File: src/rtl/cam_cfg_pkg.sv
package cam_cfg_pkg;

  localparam int ENTRY_N = 26;
  localparam int IDX_W   = $clog2(ENTRY_N);
  localparam logic [6:0] SENSOR_ADDR7 = 7'h3C;
  localparam int POLL_IDX = 7;

  typedef enum logic [1:0] {CK_NONE, CK_EQ, CK_POLL} check_e;

  typedef enum logic [2:0] {
    ST_IDLE, ST_ISSUE, ST_WAIT, ST_GAP, ST_FIN, ST_FAIL
  } seq_state_e;

  typedef struct packed {
    logic        rd;
    logic [15:0] reg_a;
    logic [15:0] val;
    logic        settle;
    check_e      ck;
  } cmd_t;

  function automatic cmd_t mk(input logic rd, input logic [15:0] a,
                              input logic [15:0] v, input logic s,
                              input check_e ck);
    cmd_t c;
    c.rd = rd; c.reg_a = a; c.val = v; c.settle = s; c.ck = ck;
    return c;
  endfunction

  // Ordered bring-up list; order matters (PLL ramp, standby exit, MCU restart).
  function automatic cmd_t cmd_at(input logic [IDX_W-1:0] i);
    case (int'(i))
      0:  return mk(1'b1, 16'h3000, 16'h1580, 1'b0, CK_EQ);
      1:  return mk(1'b0, 16'h3214, 16'h0D85, 1'b0, CK_NONE);
      2:  return mk(1'b0, 16'h341E, 16'h8F0B, 1'b0, CK_NONE);
      3:  return mk(1'b0, 16'h341C, 16'h0250, 1'b0, CK_NONE);
      4:  return mk(1'b0, 16'h341E, 16'h8F09, 1'b1, CK_NONE);
      5:  return mk(1'b0, 16'h341E, 16'h8F08, 1'b0, CK_NONE);
      6:  return mk(1'b0, 16'h3202, 16'h000C, 1'b0, CK_NONE);
      7:  return mk(1'b1, 16'h3204, 16'h0002, 1'b0, CK_POLL);
      8:  return mk(1'b0, 16'h338C, 16'h2795, 1'b0, CK_NONE);
      9:  return mk(1'b0, 16'h3390, 16'h0030, 1'b0, CK_NONE);
      10: return mk(1'b0, 16'h338C, 16'h2719, 1'b0, CK_NONE);
      11: return mk(1'b0, 16'h3390, 16'h046C, 1'b0, CK_NONE);
      12: return mk(1'b0, 16'h338C, 16'h2703, 1'b0, CK_NONE);
      13: return mk(1'b0, 16'h3390, 16'h0280, 1'b0, CK_NONE);
      14: return mk(1'b0, 16'h338C, 16'h2705, 1'b0, CK_NONE);
      15: return mk(1'b0, 16'h3390, 16'h01E0, 1'b0, CK_NONE);
      16: return mk(1'b0, 16'h338C, 16'h2751, 1'b0, CK_NONE);
      17: return mk(1'b0, 16'h3390, 16'h0000, 1'b0, CK_NONE);
      18: return mk(1'b0, 16'h338C, 16'h2755, 1'b0, CK_NONE);
      19: return mk(1'b0, 16'h3390, 16'h0000, 1'b0, CK_NONE);
      20: return mk(1'b0, 16'h338C, 16'h2753, 1'b0, CK_NONE);
      21: return mk(1'b0, 16'h3390, 16'h0320, 1'b0, CK_NONE);
      22: return mk(1'b0, 16'h338C, 16'h2757, 1'b0, CK_NONE);
      23: return mk(1'b0, 16'h3390, 16'h0258, 1'b0, CK_NONE);
      24: return mk(1'b0, 16'h3202, 16'h0008, 1'b0, CK_NONE);
      25: return mk(1'b0, 16'h301A, 16'h02CC, 1'b0, CK_NONE);
      default: return mk(1'b0, 16'h0000, 16'h0000, 1'b0, CK_NONE);
    endcase
  endfunction

  // Cycles for a wait of 'us' microseconds at 'hz', rounded up.
  function automatic int unsigned settle_cycles(input int unsigned hz,
                                                input int unsigned us);
    longint unsigned p;
    p = longint'(hz) * longint'(us);
    return int'((p + 64'd999999) / 64'd1000000);
  endfunction

  function automatic logic poll_pending(input logic [15:0] rdata,
                                        input logic [15:0] mask);
    return |(rdata & mask);
  endfunction

  function automatic logic [7:0] dev_byte(input logic rd);
    return {SENSOR_ADDR7, rd};
  endfunction

endpackage

File: src/rtl/cam_cfg_rom.sv
module cam_cfg_rom
  import cam_cfg_pkg::*;
(
  input  logic [IDX_W-1:0] idx,
  output cmd_t             cmd
);
  assign cmd = cmd_at(idx);
endmodule

File: src/rtl/cam_cfg_timer.sv
module cam_cfg_timer #(
  parameter int W = 8
) (
  input  logic         clk,
  input  logic         rst_n,
  input  logic         load,
  input  logic [W-1:0] load_val,
  output logic         running
);
  logic [W-1:0] cnt;

  always_ff @(posedge clk) begin
    if (!rst_n)          cnt <= '0;
    else if (load)       cnt <= load_val;
    else if (cnt != '0)  cnt <= cnt - 1'b1;
  end

  assign running = (cnt != '0);

  // An idle timer stays idle unless loaded (no spurious waits).
  assert_idle_holds_R5: assert property (@(posedge clk) disable iff (!rst_n)
    (!running && !load) |=> !running);
endmodule

File: src/rtl/cam_cfg_chk.sv
module cam_cfg_chk
  import cam_cfg_pkg::*;
(
  input  cmd_t        cmd,
  input  logic [15:0] rdata,
  output logic        id_bad,
  output logic        poll_again
);
  always_comb begin
    id_bad     = cmd.rd && (cmd.ck == CK_EQ) && (rdata != cmd.val);
    poll_again = cmd.rd && (cmd.ck == CK_POLL) && poll_pending(rdata, cmd.val);
  end
endmodule

File: src/rtl/cam_cfg_seq.sv
module cam_cfg_seq
  import cam_cfg_pkg::*;
#(
  parameter int unsigned CLK_HZ    = 50_000_000,
  parameter int unsigned SETTLE_US = 1000,
  parameter int unsigned POLL_GAP  = 64,
  parameter int unsigned POLL_MAX  = 8
) (
  input  logic             clk,
  input  logic             rst_n,
  input  logic             go,
  output logic             busy,
  output logic             done,
  output logic             error,
  output logic             id_mismatch,
  output logic [IDX_W-1:0] fail_idx,
  output logic             m_start,
  output logic [7:0]       m_dev,
  output logic             m_rw,
  output logic [15:0]      m_reg,
  output logic [15:0]      m_wdata,
  input  logic             m_done,
  input  logic             m_nack,
  input  logic [15:0]      m_rdata
);

  localparam int unsigned SETTLE_CYC = settle_cycles(CLK_HZ, SETTLE_US);
  localparam int unsigned TMAX  = (SETTLE_CYC > POLL_GAP) ? SETTLE_CYC : POLL_GAP;
  localparam int          TW    = $clog2(TMAX + 1);
  localparam int          TRY_W = $clog2(POLL_MAX + 1);

  seq_state_e       st;
  logic [IDX_W-1:0] idx;
  logic [TRY_W-1:0] tries;
  logic             adv;
  cmd_t             cmd;
  logic             id_bad, poll_again, tmr_run;

  cam_cfg_rom u_rom (.idx(idx), .cmd(cmd));
  cam_cfg_chk u_chk (.cmd(cmd), .rdata(m_rdata), .id_bad(id_bad), .poll_again(poll_again));

  // Named internal events
  logic ev_ack_ok, ev_ack_bad, ev_retry, ev_exhaust, ev_hold, ev_settle;
  logic ev_gap_end, ev_step, ev_last, ev_restart;
  logic             tload;
  logic [TW-1:0]    tval;

  always_comb begin
    ev_ack_ok  = (st == ST_WAIT) && m_done && !m_nack;
    ev_ack_bad = (st == ST_WAIT) && m_done && m_nack;
    ev_retry   = ev_ack_ok && poll_again;
    ev_exhaust = ev_retry && (tries == TRY_W'(POLL_MAX - 1));
    ev_hold    = ev_retry && !ev_exhaust;
    ev_settle  = ev_ack_ok && !poll_again && cmd.settle;
    ev_gap_end = (st == ST_GAP) && !tmr_run;
    ev_step    = (ev_ack_ok && !poll_again && !cmd.settle) || (ev_gap_end && adv);
    ev_last    = (idx == IDX_W'(ENTRY_N - 1));
    ev_restart = go && ((st == ST_IDLE) || (st == ST_FIN) || (st == ST_FAIL));
    tload      = ev_hold || ev_settle;
    tval       = ev_hold ? TW'(POLL_GAP) : TW'(SETTLE_CYC);
  end

  cam_cfg_timer #(.W(TW)) u_tmr (
    .clk(clk), .rst_n(rst_n), .load(tload), .load_val(tval), .running(tmr_run)
  );

  always_ff @(posedge clk) begin
    if (!rst_n) begin
      st          <= ST_IDLE;
      idx         <= '0;
      tries       <= '0;
      adv         <= 1'b0;
      id_mismatch <= 1'b0;
      fail_idx    <= '0;
    end else begin
      case (st)
        ST_IDLE, ST_FIN, ST_FAIL: begin
          if (ev_restart) begin
            st          <= ST_ISSUE;
            idx         <= '0;
            tries       <= '0;
            id_mismatch <= 1'b0;
            fail_idx    <= '0;
          end
        end
        ST_ISSUE: st <= ST_WAIT;
        ST_WAIT: begin
          if (ev_ack_bad) begin
            st       <= ST_FAIL;
            fail_idx <= idx;
          end else if (ev_ack_ok) begin
            if (id_bad) id_mismatch <= 1'b1;
            if (ev_exhaust) begin
              st       <= ST_FAIL;
              fail_idx <= idx;
            end else if (ev_hold) begin
              tries <= tries + 1'b1;
              adv   <= 1'b0;
              st    <= ST_GAP;
            end else if (ev_settle) begin
              adv <= 1'b1;
              st  <= ST_GAP;
            end
          end
        end
        ST_GAP: begin
          if (ev_gap_end && !adv) st <= ST_ISSUE;
        end
        default: st <= ST_IDLE;
      endcase
      if (ev_step) begin
        tries <= '0;
        if (ev_last) st <= ST_FIN;
        else begin
          idx <= idx + 1'b1;
          st  <= ST_ISSUE;
        end
      end
    end
  end

  assign busy    = (st == ST_ISSUE) || (st == ST_WAIT) || (st == ST_GAP);
  assign done    = (st == ST_FIN);
  assign error   = (st == ST_FAIL);
  assign m_start = (st == ST_ISSUE);
  assign m_rw    = cmd.rd;
  assign m_dev   = dev_byte(cmd.rd);
  assign m_reg   = cmd.reg_a;
  assign m_wdata = cmd.val;

  // ---------------- assertions ----------------
  logic        pend_q;
  logic        settle_armed;
  logic [31:0] since_done;

  always_ff @(posedge clk) begin
    if (!rst_n) begin
      pend_q       <= 1'b0;
      settle_armed <= 1'b0;
      since_done   <= '0;
    end else begin
      if (m_start)     pend_q <= 1'b1;
      else if (m_done) pend_q <= 1'b0;
      if (m_done) begin
        since_done   <= '0;
        settle_armed <= !m_nack && cmd.settle && !cmd.rd;
      end else begin
        if (since_done != 32'hFFFF_FFFF) since_done <= since_done + 1'b1;
        if (m_start) settle_armed <= 1'b0;
      end
    end
  end

  assert_single_outstanding_R4: assert property (@(posedge clk) disable iff (!rst_n)
    m_start |-> !pend_q);
  assert_start_pulse_R4: assert property (@(posedge clk) disable iff (!rst_n)
    m_start |=> !m_start);
  assert_settle_wait_R5: assert property (@(posedge clk) disable iff (!rst_n)
    (m_start && settle_armed) |-> (since_done >= SETTLE_CYC));
  assert_poll_bound_R8: assert property (@(posedge clk) disable iff (!rst_n)
    busy |-> (tries < TRY_W'(POLL_MAX)));
  assert_fail_sticky_R9: assert property (@(posedge clk) disable iff (!rst_n)
    (error && !go) |=> (error && !m_start));
  assert_end_exclusive_R10: assert property (@(posedge clk) disable iff (!rst_n)
    !(done && error));
  assert_busy_ignores_go_R11: assert property (@(posedge clk) disable iff (!rst_n)
    (busy && go && !m_done) |=> $stable(idx));

endmodule

File: config.mk
export PLATFORM = sky130hd
export DESIGN_NAME = cam_cfg_seq
export DESIGN_NICKNAME = d
export VERILOG_FILES = /design/src/rtl/cam_cfg_pkg.sv /design/src/rtl/cam_cfg_rom.sv /design/src/rtl/cam_cfg_timer.sv /design/src/rtl/cam_cfg_chk.sv /design/src/rtl/cam_cfg_seq.sv
export SDC_FILE = /design/constraint.sdc
export NUM_CORES = 1
export LEC_CHECK = 0
export BUFFER_PORTS_ARGS = -buffer_cell sky130_fd_sc_hd__buf_2
export CORE_AREA = 4 4 100 121
export DETAILED_ROUTE_END_ITERATION = 7
export DIE_AREA = 0 0 104 125
export SYNTH_ARGS = -nofsm -noshare
export SYNTH_HDL_FRONTEND = slang
export SYNTH_SLANG_ARGS = --single-unit
export TNS_END_PERCENT = 50
File: constraint.sdc
create_clock -name clk -period 9.1 [get_ports clk]
set_clock_uncertainty 0.05 [all_clocks]
set_input_delay 0.91 -clock clk [delete_from_list [all_inputs] [get_ports clk]]
set_output_delay 0.91 -clock clk [all_outputs]
set_load 0.02 [all_outputs]
==> PnR_summary.wiki, run 1 <==
{| class="wikitable"
! Metric !! Value
|-
| Run status || finished clean
|-
| Routed vias || 2990
|-
| Endpoints failing setup || 0
|-
| Post-CTS sizing || 0
|-
| Most used DFF post-synth || sky130_fd_sc_hd__dfxtp_1
|-
| Cell Pwr Density || 213 mW/mm²
|-
| Die Outline Area || 0.0130 mm²
|-
| Overall power after layout || 0.000874 W
|-
| Final worst path period share || 42.5%
|-
| Die H || 125 µm
|-
| Smallest hold slack || 0.432 ns
|-
| Final GP Congestion || 0.880
|-
| Actual slew at the worst max-slew pin || 0.806 ns
|-
| Commonest non-fill, non-tap cell in the layout || sky130_fd_sc_hd__dfxtp_1
|-
| Antenna violations before repair || 0
|-
| Reg-to-Reg Start || u_rom.cmd[12]$_DFF_P_
|-
| TritonCTS Buffers || 9
|-
| Buffer levels on the longest clock path || 2
|-
| Area of the core || 0.0109 mm²
|-
| Cells after DPL || 569
|-
| Worst Path Max Fanout || 16
|-
| Worst hold path depth || 2
|-
| Unrepaired setup endpoints after global routing || false
|-
| Register bit count reported by yosys || 61
|-
| Most frequent cells in the layout || sky130_fd_sc_hd__dfxtp_1, sky130_fd_sc_hd__buf_2, sky130_fd_sc_hd__nand2_1, sky130_fd_sc_hd__nor2_1, sky130_fd_sc_hd__ha_1
|-
| Data required time of the critical path || 9.26 ns
|-
| Drc violations || 0
|-
| Ys Warns || 0
|-
| Data arrival at the endpoint of the critical path || 4.03 ns
|-
| Count of unique library cells instantiated by Yosys || 67
|-
| Vias in the first global route || 2963
|-
| Non-filler instance count after layout || 585
|-
| Kind of start point of the critical path || input pin
|-
| Layout cells sized above 1 || 21.6%
|-
| CTS tree || built
|-
| Internal reg-to-reg setup slack || 5.57 ns
|-
| Clk_lat worst skew || 0.33 ns
|-
| Number of hold-slack violations in the final timing report || 0
|-
| Logic depth of the worst register-to-register path || 10
|-
| Number of setup buffers added after CTS || 0
|-
| Initial drt markers || 141
|-
| Number of flops mapped to enable cells by yosys || 0
|-
| Worst Path Class, Setup || input pin to flip-flop
|-
| Die span in x || 104 µm
|-
| Final critical path time including I/O delays and setup || 3.87 ns
|-
| Wire length of the first global-routing pass || 14.6 mm
|-
| Antenna Diode Count || 0
|-
| Mean cell area of the mapped netlist || 8.77 µm²
|-
| Fraction of registers with async set/reset || 0%
|-
| Clock transition at the register clock pins on the worst setup and hold paths after CTS || 0.06 ns
|-
| Element type at the critical path end || flip-flop
|-
| Maximum level of the CTS H-tree || 3
|-
| Area growth from synthesis to layout || 11.6%
|-
| Overall routing resource usage || 13.8%
|-
| Cell count after synthesis || 419
|-
| Global route overflow || 0
|-
| Routed wire length || 8.96 mm
|-
| Post-Synthesis Cell Area || 0.00368 mm²
|-
| Rel. slew slack || 45.2%
|-
| Pin count of the biggest net entering global routing || 19
|-
| Number of clock sinks || 61
|-
| Top-level I/O count || 72
|-
| Number of buffers added on ports || 57
|-
| Worst voltage drop across the vdd grid || 76.7 µV
|-
| Startpoint of the most critical hold path || adv$_SDFFE_PN0P_
|-
| Maximum clock frequency || 0.259 GHz
|-
| Cell leakage power || 1.83 nW
|-
| Effective utilization at floorplan || 33.6%
|-
| Half-perimeter wire length of the detailed placement result || 7.00 mm
|-
| Average routed wire per standard cell || 15.3 µm
|-
| Number of iterations in the first detailed-routing pass || 4
|-
| Worst min-delay path endpoint || adv$_SDFFE_PN0P_
|-
| Max-cap violation count || 0
|-
| Post-synthesis sequential area ratio || 33.2%
|-
| Max-slew violation count || 0
|-
| Std-Cell Rows || 42
|-
| Worst flop-to-flop path endpoint || u_rom.cmd[6]$_DFF_P_
|-
| Vias per inst || 5.11
|-
| Hold bufs inserted after CTS || 0
|-
| ANT nets after route || 0
|-
| Fin Setup TNS || 0 ns
|-
| Clock root cell || sky130_fd_sc_hd__clkbuf_16
|-
| Layout Nets || 501
|-
| Worst min path class || flip-flop to flip-flop
|}
[report_power, final]
part | switching (W) | leakage (nW) | total [W] | internal (W)
clock | 0.000125 | 0.139 | 0.000319 | 0.000193
combinational | 0.000127 | 1.19 | 0.000226 | 0.0000994
sequential | 0.0000320 | 0.495 | 0.000329 | 0.000297
[per-stage QoR]
stage,instance area [µm²],setup slack [ns],util [%]
2_1_floorplan,3720,5.57,-
3_3_place_gp,3820,5.02,34.9
3_5_place_dp,3820,4.95,34.9
4_1_cts,4100,5.30,37.5
5_1_grt,4100,5.03,37.5
6_report,4100,5.23,37.5
[sequential cells by signal, summed over array words and instances, names as in the netlist]
register / cells
st: 3
id_mismatch: 1
u_rom.cmd: 26
u_tmr.cnt: 16
idx: 5
tries: 4
fail_idx: 5
adv: 1
[cell families after synthesis]
kind of cell | after synthesis | share of synthesized area [%]
and+or+nand+nor | 158 | 22.4
buffers and inverters | 67 | 11.4
AOI/OAI and AO/OA | 73 | 14.7
xor gates and xnor gates | 13 | 3.10
other | 2 | 0.204
DFF | 61 | 33.2
adders and majority gates | 33 | 11.2
muxes | 12 | 3.85
[layer usage]
layer  wire, µm  up-vias  track usage (%)
met5          0        -                0
met4        253        0             6.65
met3        299       19             3.35
met2       4600       55             24.6
met1       3800     1426             15.5
li1           -     1490                -
[layout make-up]
cell class              count  area (µm²)
clock inverters             6        47.5
multi-input cells         303        2080
clock buffers              10         239
inverters                  16        65.1
fillers                  1111        6830
well taps                 132         165
flip-flops and latches     61        1220
repair buffers             57         285
[how the worst max path moves through the flow]
stage | startpoint | end | slack (ns) | cells past startpoint
floorplan | m_rdata[6] | u_rom.cmd[6]$_DFF_P_ | 5.57 | 11
global placement | m_rdata[10] | u_rom.cmd[6]$_DFF_P_ | 5.02 | 11
detailed placement | m_rdata[6] | u_rom.cmd[6]$_DFF_P_ | 4.95 | 11
CTS | m_rdata[6] | u_rom.cmd[6]$_DFF_P_ | 5.30 | 11
global route | m_rdata[10] | u_rom.cmd[6]$_DFF_P_ | 5.03 | 11
finish | m_rdata[6] | u_rom.cmd[6]$_DFF_P_ | 5.23 | 11
[cell usage after synthesis (2+ instances only)]
cell type / n / area share, %
sky130_fd_sc_hd__nand2b_1: 7 / 1.2
sky130_fd_sc_hd__a211oi_1: 5 / 1.0
sky130_fd_sc_hd__dfxtp_1: 61 / 33
sky130_fd_sc_hd__and3_1: 5 / 0.85
sky130_fd_sc_hd__a32oi_1: 3 / 0.71
sky130_fd_sc_hd__ha_1: 32 / 11
sky130_fd_sc_hd__nand3b_1: 2 / 0.41
sky130_fd_sc_hd__buf_2: 4 / 0.54
sky130_fd_sc_hd__xor2_1: 5 / 1.2
sky130_fd_sc_hd__a21oi_1: 20 / 2.7
sky130_fd_sc_hd__and2_1: 6 / 1.0
sky130_fd_sc_hd__nor4_2: 3 / 1.0
sky130_fd_sc_hd__a31oi_1: 2 / 0.34
sky130_fd_sc_hd__nand4_1: 3 / 0.51
sky130_fd_sc_hd__a221o_1: 2 / 0.54
sky130_fd_sc_hd__or3_1: 4 / 0.68
sky130_fd_sc_hd__xnor2_1: 8 / 1.9
sky130_fd_sc_hd__nand4_2: 2 / 0.68
sky130_fd_sc_hd__a22o_1: 4 / 0.95
sky130_fd_sc_hd__mux2i_1: 3 / 0.82
sky130_fd_sc_hd__clkbuf_1: 5 / 0.51
sky130_fd_sc_hd__nand2_1: 42 / 4.3
sky130_fd_sc_hd__o21ai_0: 12 / 1.6
sky130_fd_sc_hd__nand3_1: 14 / 1.9
sky130_fd_sc_hd__inv_1: 13 / 1.3
sky130_fd_sc_hd__mux2_2: 6 / 1.8
sky130_fd_sc_hd__mux2_4: 2 / 0.82
sky130_fd_sc_hd__conb_1: 2 / 0.20
sky130_fd_sc_hd__inv_2: 2 / 0.20
sky130_fd_sc_hd__nor4_1: 6 / 1.0
sky130_fd_sc_hd__buf_4: 42 / 8.6
sky130_fd_sc_hd__nor2_1: 42 / 4.3
sky130_fd_sc_hd__nor3_1: 10 / 1.4
sky130_fd_sc_hd__nor2b_1: 3 / 0.51
sky130_fd_sc_hd__a32o_1: 5 / 1.4
[worst max-delay path, cell delays in order]
cell                       delay [ns]
sky130_fd_sc_hd__buf_2           0.11
sky130_fd_sc_hd__ha_1            0.19
sky130_fd_sc_hd__nor4_2          0.31
sky130_fd_sc_hd__nand4_2         0.24
sky130_fd_sc_hd__a211oi_4        0.39
sky130_fd_sc_hd__o21ai_1         0.18
sky130_fd_sc_hd__mux2i_2         0.69
sky130_fd_sc_hd__inv_2           0.30
sky130_fd_sc_hd__ha_1            0.27
sky130_fd_sc_hd__a22o_1          0.20
sky130_fd_sc_hd__a221o_1         0.25
(Power assumes the default switching activity.)
==> run 2, diff against run 1 <==
--- a/config.mk
+++ b/config.mk
@@ -5,10 +5,11 @@
 export SDC_FILE = /design/constraint.sdc
 export NUM_CORES = 1
 export LEC_CHECK = 0
+export ABC_AREA = 1
 export BUFFER_PORTS_ARGS = -buffer_cell sky130_fd_sc_hd__buf_2
-export CORE_AREA = 4 4 100 121
+export CORE_AREA = 4 4 103 125
 export DETAILED_ROUTE_END_ITERATION = 7
-export DIE_AREA = 0 0 104 125
+export DIE_AREA = 0 0 107 129
 export SYNTH_ARGS = -nofsm -noshare
 export SYNTH_HDL_FRONTEND = slang
 export SYNTH_SLANG_ARGS = --single-unit
==> constraint.sdc (replaced) <==
create_clock -name clk -period 4 [get_ports clk]
set_clock_uncertainty 0.05 [all_clocks]
set_input_delay 0.4 -clock clk [delete_from_list [all_inputs] [get_ports clk]]
set_output_delay 0.4 -clock clk [all_outputs]
set_load 0.02 [all_outputs]
==> PnR_summary.wiki, run 2 <==
{| class="wikitable"
! Metric !! Value
|-
| Final GP Congestion || 0.870
|-
| Layout Nets || 610
|-
| Count of unique library cells instantiated by Yosys || 42
|-
| Element type at the critical path end || flip-flop
|-
| Die span in x || 107 µm
|-
| Antenna Diode Count || 0
|-
| Max-slew violation count || 0
|-
| Final worst path period share || 76.3%
|-
| Register bit count reported by yosys || 61
|-
| Endpoints failing setup || 0
|-
| Worst setup timing slack at the placement stage || 0.964 ns
|-
| Worst min path class || input pin to flip-flop
|-
| Data arrival at the endpoint of the critical path || 3.25 ns
|-
| CTS tree || built
|-
| Number of iterations in the first detailed-routing pass || 6
|-
| Most used DFF post-synth || sky130_fd_sc_hd__dfxtp_1
|-
| Worst Path Max Fanout || 12
|-
| Worst min-delay path endpoint || id_mismatch$_SDFFE_PN0P_
|-
| Clock root cell || sky130_fd_sc_hd__clkbuf_16
|-
| Rel. slew slack || 60.8%
|-
| Half-perimeter wire length of the detailed placement result || 7.25 mm
|-
| Actual slew at the worst max-slew pin || 0.573 ns
|-
| Effective utilization at floorplan || 33.8%
|-
| Cell leakage power || 2.19 nW
|-
| Top-level I/O count || 72
|-
| Number of hold-slack violations in the final timing report || 0
|-
| Global route overflow || 0
|-
| Clock transition at the register clock pins on the worst setup and hold paths after CTS || 0.05 ns
|-
| Post-Synthesis Cell Area || 0.00389 mm²
|-
| Leading cell types by total area after synthesis || sky130_fd_sc_hd__dfxtp_1, sky130_fd_sc_hd__nand2_1, sky130_fd_sc_hd__ha_1, sky130_fd_sc_hd__buf_4, sky130_fd_sc_hd__nor2_1
|-
| Buffer levels on the longest clock path || 2
|-
| Yosys top cell by area || sky130_fd_sc_hd__dfxtp_1
|-
| Wire length of the first global-routing pass || 15.1 mm
|-
| Max-cap violation count || 0
|-
| Initial drt markers || 145
|-
| Clk_lat worst skew || 0.33 ns
|-
| Fraction of registers with async set/reset || 0%
|-
| Max FFs per register || 26
|-
| Hold bufs inserted after CTS || 0
|-
| Vias per inst || 4.65
|-
| Std-Cell Rows || 43
|-
| Fraction of synthesized cell area taken by the top area cell type || 31.4%
|-
| Post-CTS sizing || 0
|-
| Most frequent cells in the layout || sky130_fd_sc_hd__nand2_1, sky130_fd_sc_hd__dfxtp_1, sky130_fd_sc_hd__buf_2, sky130_fd_sc_hd__nor2_1, sky130_fd_sc_hd__inv_1
|-
| Most frequent cell after synthesis || sky130_fd_sc_hd__nand2_1
|-
| Commonest non-fill, non-tap cell in the layout || sky130_fd_sc_hd__nand2_1
|-
| Post-synthesis sequential area ratio || 31.4%
|-
| Routed wire length || 9.20 mm
|-
| Antenna violations before repair || 0
|-
| Run status || finished clean
|-
| Worst hold path depth || 2
|-
| Startpoint of the most critical hold path || go
|-
| Cell count after synthesis || 526
|-
| Die Outline Area || 0.0138 mm²
|-
| Logic depth of the worst register-to-register path || 15
|-
| Area of the core || 0.0115 mm²
|-
| Maximum level of the CTS H-tree || 3
|-
| Number of setup buffers added after CTS || 0
|-
| Average routed wire per standard cell || 12.8 µm
|-
| Fin Setup TNS || 0 ns
|-
| Layout cells sized above 1 || 19.9%
|-
| Overall routing resource usage || 13.8%
|-
| TritonCTS Buffers || 9
|-
| Overall power after layout || 0.00272 W
|-
| Kind of start point of the critical path || flip-flop
|-
| Die H || 129 µm
|-
| Drc violations || 0
|-
| Pin count of the biggest net entering global routing || 20
|-
| Number of buffers added on ports || 57
|-
| Minimum setup slack in the final design || 0.948 ns
|-
| Area growth from synthesis to layout || 12.0%
|-
| Number of flops mapped to enable cells by yosys || 0
|-
| ANT nets after route || 0
|-
| Cell Pwr Density || 624 mW/mm²
|-
| Number of clock sinks || 61
|-
| Maximum clock frequency || 0.328 GHz
|-
| Reg-to-Reg Start || st[1]$_SDFFE_PN0P_
|-
| Ys Warns || 0
|-
| Worst flop-to-flop path endpoint || u_rom.cmd[8]$_DFF_P_
|-
| Routed vias || 3345
|-
| Final critical path time including I/O delays and setup || 3.05 ns
|-
| Vias in the first global route || 3305
|-
| Unrepaired setup endpoints after global routing || false
|-
| Fillcell total || 1236
|-
| Internal reg-to-reg setup slack || 0.95 ns
|-
| Data required time of the critical path || 4.20 ns
|-
| Worst Path Class, Setup || flip-flop to flip-flop
|-
| Mean cell area of the mapped netlist || 7.40 µm²
|-
| Worst voltage drop across the vdd grid || 232 µV
|-
| Post-synth top cells || sky130_fd_sc_hd__nand2_1, sky130_fd_sc_hd__dfxtp_1, sky130_fd_sc_hd__nor2_1
|}
## run 2: cell types whose count changed after synthesis, sizes merged, moves of 5 or more
| cell | change |
|---|---|
| xor2 | +5 |
| and2 | -6 |
| nor2 | +17 |
| a32o | -5 |
| inv | +41 |
| mux2 | -8 |
| nand2 | +78 |
| nand4 | +5 |
| nand3 | +32 |
| xnor2 | -8 |
| nand2b | -8 |
| a21oi | +8 |
## run 2: per-stage QoR
stage	instances	cell area, µm²	util (%)	hold WS (ns)
floorplan	538	3940	-	0.389
detailed placement	703	4050	35.2	0.412
global route	719	4360	37.9	0.251
CTS	719	4360	37.9	0.234
global placement	703	4050	35.2	0.400
finish	719	4360	37.9	0.245
## run 2: cell type report
class,instances,area (µm²),share of cell area [%]
multi-input combinational,371,2130,48.9
sequential,61,1220,28.0
timing repair buffer,57,285,6.54
clock buffer,13,270,6.19
inverter,57,214,4.90
tap,157,196,4.50
clock inverter,3,42.5,0.975
## run 2: report_power, final
| group | switching, W | leakage [nW] | internal [W] | total, W |
|---|---|---|---|---|
| combinational | 0.000698 | 1.54 | 0.000364 | 0.00106 |
| clock | 0.000271 | 0.152 | 0.000532 | 0.000802 |
| sequential | 0.000114 | 0.496 | 0.000745 | 0.000858 |
| total | 0.00108 | 2.19 | 0.00164 | 0.00272 |
## run 2: how the worst max path moves through the flow
stage                              start              endpoint
2_1_floorplan  u_tmr.cnt[0]$_SDFFE_PN0P_  u_rom.cmd[6]$_DFF_P_
3_3_place_gp          st[1]$_SDFFE_PN0P_  u_rom.cmd[8]$_DFF_P_
3_5_place_dp          st[1]$_SDFFE_PN0P_  u_rom.cmd[8]$_DFF_P_
4_1_cts               st[1]$_SDFFE_PN0P_  u_rom.cmd[8]$_DFF_P_
5_1_grt               st[1]$_SDFFE_PN0P_  u_rom.cmd[8]$_DFF_P_
6_report              st[1]$_SDFFE_PN0P_  u_rom.cmd[8]$_DFF_P_
## run 2: cell families after synthesis
| kind of cell | share of synthesized area [%] |
|---|---|
| and+or+nand+nor | 32.7 |
| buffers and inverters | 15.0 |
| DFF | 31.4 |
| AOI/OAI and AO/OA | 8.26 |
| adders and majority gates | 10.3 |
| xor gates and xnor gates | 2.25 |
| other | 0.193 |
## run 2: metal layers
layer | wire (µm) | up-vias | global-route usage, %
li1 | - | 1726 | -
met1 | 3900 | 1537 | 15.6
met2 | 4780 | 68 | 24.7
met3 | 351 | 14 | 3.01
met4 | 172 | 0 | 6.17
met5 | 0 | - | 0
## run 2: worst max-delay path, stage by stage (launching register included)
cell	delay [ns]
sky130_fd_sc_hd__dfxtp_1	0.51
sky130_fd_sc_hd__inv_2	0.11
sky130_fd_sc_hd__nor3_4	0.38
sky130_fd_sc_hd__nand2_2	0.13
sky130_fd_sc_hd__nor2_4	0.18
sky130_fd_sc_hd__nand3_4	0.15
sky130_fd_sc_hd__nand2_4	0.16
sky130_fd_sc_hd__inv_1	0.08
sky130_fd_sc_hd__nand2_1	0.07
sky130_fd_sc_hd__nand3_2	0.18
sky130_fd_sc_hd__inv_1	0.25
sky130_fd_sc_hd__ha_1	0.27
sky130_fd_sc_hd__inv_1	0.06
sky130_fd_sc_hd__nor2_1	0.14
sky130_fd_sc_hd__a21oi_1	0.06
sky130_fd_sc_hd__o21ai_0	0.17
==> run 3, diff against run 2 <==
==> constraint.sdc (replaced) <==
create_clock -name clk -period 3.16 [get_ports clk]
set_clock_uncertainty 0.05 [all_clocks]
set_input_delay 0.316 -clock clk [delete_from_list [all_inputs] [get_ports clk]]
set_output_delay 0.316 -clock clk [all_outputs]
set_load 0.02 [all_outputs]
==> PnR_summary.wiki, run 3 (synthesis gave the netlist of run 2 again) <==
{| class="wikitable"
! Metric !! Value
|-
| Run status || finished clean
|-
| Area growth from synthesis to layout || 11.3%
|-
| Actual slew at the worst max-slew pin || 0.522 ns
|-
| Overall power after layout || 0.00331 W
|-
| Initial drt markers || 179
|-
| Reg-to-Reg Start || u_tmr.cnt[0]$_SDFFE_PN0P_
|-
| Worst flop-to-flop path endpoint || u_rom.cmd[6]$_DFF_P_
|-
| Number of clock sinks || 61
|-
| Worst-path cell with the longest stage delay || sky130_fd_sc_hd__dfxtp_1
|-
| Drc violations || 0
|-
| Clock root cell || sky130_fd_sc_hd__clkbuf_16
|-
| Antenna violations before repair || 0
|-
| Half-perimeter wire length of the detailed placement result || 7.19 mm
|-
| Vias in the first global route || 3309
|-
| Data arrival at the endpoint of the critical path || 3.05 ns
|-
| Effective utilization at floorplan || 33.8%
|-
| Smallest hold slack || 0.156 ns
|-
| Worst min-delay path endpoint || id_mismatch$_SDFFE_PN0P_
|-
| Maximum level of the CTS H-tree || 3
|-
| Die Outline Area || 0.0138 mm²
|-
| Commonest non-fill, non-tap cell in the layout || sky130_fd_sc_hd__nand2_1
|-
| Routed wire length || 9.02 mm
|-
| Worst min path class || input pin to flip-flop
|-
| Number of iterations in the first detailed-routing pass || 4
|-
| Worst Path Class, Setup || flip-flop to flip-flop
|-
| TritonCTS Buffers || 9
|-
| Cell leakage power || 2.17 nW
|-
| Data required time of the critical path || 3.38 ns
|-
| Worst hold path depth || 2
|-
| Max-cap violation count || 0
|-
| Rel. slew slack || 65.0%
|-
| Final critical path time including I/O delays and setup || 2.83 ns
|-
| Number of setup buffers added after CTS || 0
|-
| CTS tree || built
|-
| Pin count of the biggest net entering global routing || 20
|-
| Internal reg-to-reg setup slack || 0.33 ns
|-
| Buffer levels on the longest clock path || 2
|-
| Cell Pwr Density || 764 mW/mm²
|-
| Worst voltage drop across the vdd grid || 263 µV
|-
| Crit-path leading delay family || simple AND/OR/NAND/NOR gates
|-
| Top-level I/O count || 72
|-
| Clock transition at the register clock pins on the worst setup and hold paths after CTS || 0.05 ns
|-
| Max-slew violation count || 0
|-
| Vias per inst || 4.58
|-
| Overall routing resource usage || 13.6%
|-
| Crit-path max cell delay || 0.31 ns
|-
| Most frequent cells in the layout || sky130_fd_sc_hd__nand2_1, sky130_fd_sc_hd__dfxtp_1, sky130_fd_sc_hd__buf_2, sky130_fd_sc_hd__nor2_1, sky130_fd_sc_hd__inv_1
|-
| Worst Path Max Fanout || 10
|-
| Element type at the critical path end || flip-flop
|-
| ANT nets after route || 0
|-
| Clk_lat worst skew || 0.33 ns
|-
| Layout cells sized above 1 || 20.1%
|-
| Antenna Diode Count || 0
|-
| Die H || 129 µm
|-
| Buffer and inverter count on the worst path || 5
|-
| Unrepaired setup endpoints after global routing || false
|-
| Total stage count of the critical path || 19
|-
| Number of buffers added on ports || 57
|-
| Critical path cell sequence || inv_1, ha_1, inv_1, nor2_1, nand3_1, nor2_1, nand4_4, nand2_4, inv_1, nand2_1, nand3_2, inv_1, ha_1, inv_1, nor2_1, nand2_1, nand2_1, nor2_1, nand2_1
|-
| Startpoint of the most critical hold path || go
|-
| Die span in x || 107 µm
|-
| Kind of start point of the critical path || flip-flop
|-
| Endpoints failing setup || 0
|-
| Dominant cell type by count on the critical path || sky130_fd_sc_hd__inv_1
|-
| Area of the core || 0.0115 mm²
|-
| Hold bufs inserted after CTS || 0
|-
| Routed vias || 3300
|-
| Wire length of the first global-routing pass || 15.1 mm
|-
| Number of hold-slack violations in the final timing report || 0
|-
| Post-CTS sizing || 0
|-
| Fin Setup TNS || 0 ns
|-
| Maximum clock frequency || 0.354 GHz
|-
| Layout Nets || 612
|-
| Max FFs per register || 26
|-
| Global route overflow || 0
|-
| Final GP Congestion || 0.882
|-
| Average routed wire per standard cell || 12.5 µm
|-
| Std-Cell Rows || 43
|-
| Logic depth of the worst register-to-register path || 19
|-
| Final worst path period share || 89.5%
|}
run 3: how the worst max path moves through the flow:
stage | start | endpoint | slack, ns
2_1_floorplan | u_tmr.cnt[0]$_SDFFE_PN0P_ | u_rom.cmd[6]$_DFF_P_ | 0.74
3_3_place_gp | u_tmr.cnt[0]$_SDFFE_PN0P_ | u_rom.cmd[6]$_DFF_P_ | 0.47
3_5_place_dp | u_tmr.cnt[0]$_SDFFE_PN0P_ | u_rom.cmd[6]$_DFF_P_ | 0.37
4_1_cts | u_tmr.cnt[0]$_SDFFE_PN0P_ | u_rom.cmd[6]$_DFF_P_ | 0.35
5_1_grt | u_tmr.cnt[0]$_SDFFE_PN0P_ | u_rom.cmd[6]$_DFF_P_ | 0.0005
6_report | u_tmr.cnt[0]$_SDFFE_PN0P_ | u_rom.cmd[6]$_DFF_P_ | 0.33
run 3: layout make-up:
| class | instances | area, µm² |
|---|---|---|
| clock buffers | 11 | 243 |
| clock inverters | 4 | 25.0 |
| fillers | 1233 | 7180 |
| inverters | 57 | 214 |
| multi-input cells | 371 | 2130 |
| flip-flops and latches | 61 | 1220 |
| well taps | 157 | 196 |
| repair buffers | 59 | 300 |
run 3: metal layers:
layer | wire [µm] | global-route usage [%] | share of wire (%) | up-vias
li1 | - | - | - | 1731
met5 | 0 | 0 | 0 | -
met2 | 4610 | 24.1 | 51 | 55
met4 | 125 | 5.42 | 1.4 | 0
met3 | 252 | 2.91 | 2.8 | 11
met1 | 4030 | 16.1 | 45 | 1503
run 3: worst reg2reg max path, delay by kind of cell, from the launching register on:
family	cells	cell delay (ns)
flops	1	0.31
buf+inv	5	0.57
simple gates	12	1.43
fa+ha+maj	2	0.43
run 3: per-stage QoR:
step	setup WS (ns)	cells	util [%]	area, µm²
global placement	0.470	705	35.3	4070
floorplan	0.735	538	-	3940
global route	0.000519	720	37.6	4330
CTS	0.348	720	37.6	4330
detailed placement	0.366	705	35.3	4070
finish	0.332	720	37.6	4330
run 3: where the power goes:
group / switching (W) / internal (W) / total (W)
registers: 0.000146 / 0.000943 / 0.00109
logic: 0.000875 / 0.000465 / 0.00134
clock network: 0.000336 / 0.000544 / 0.000880
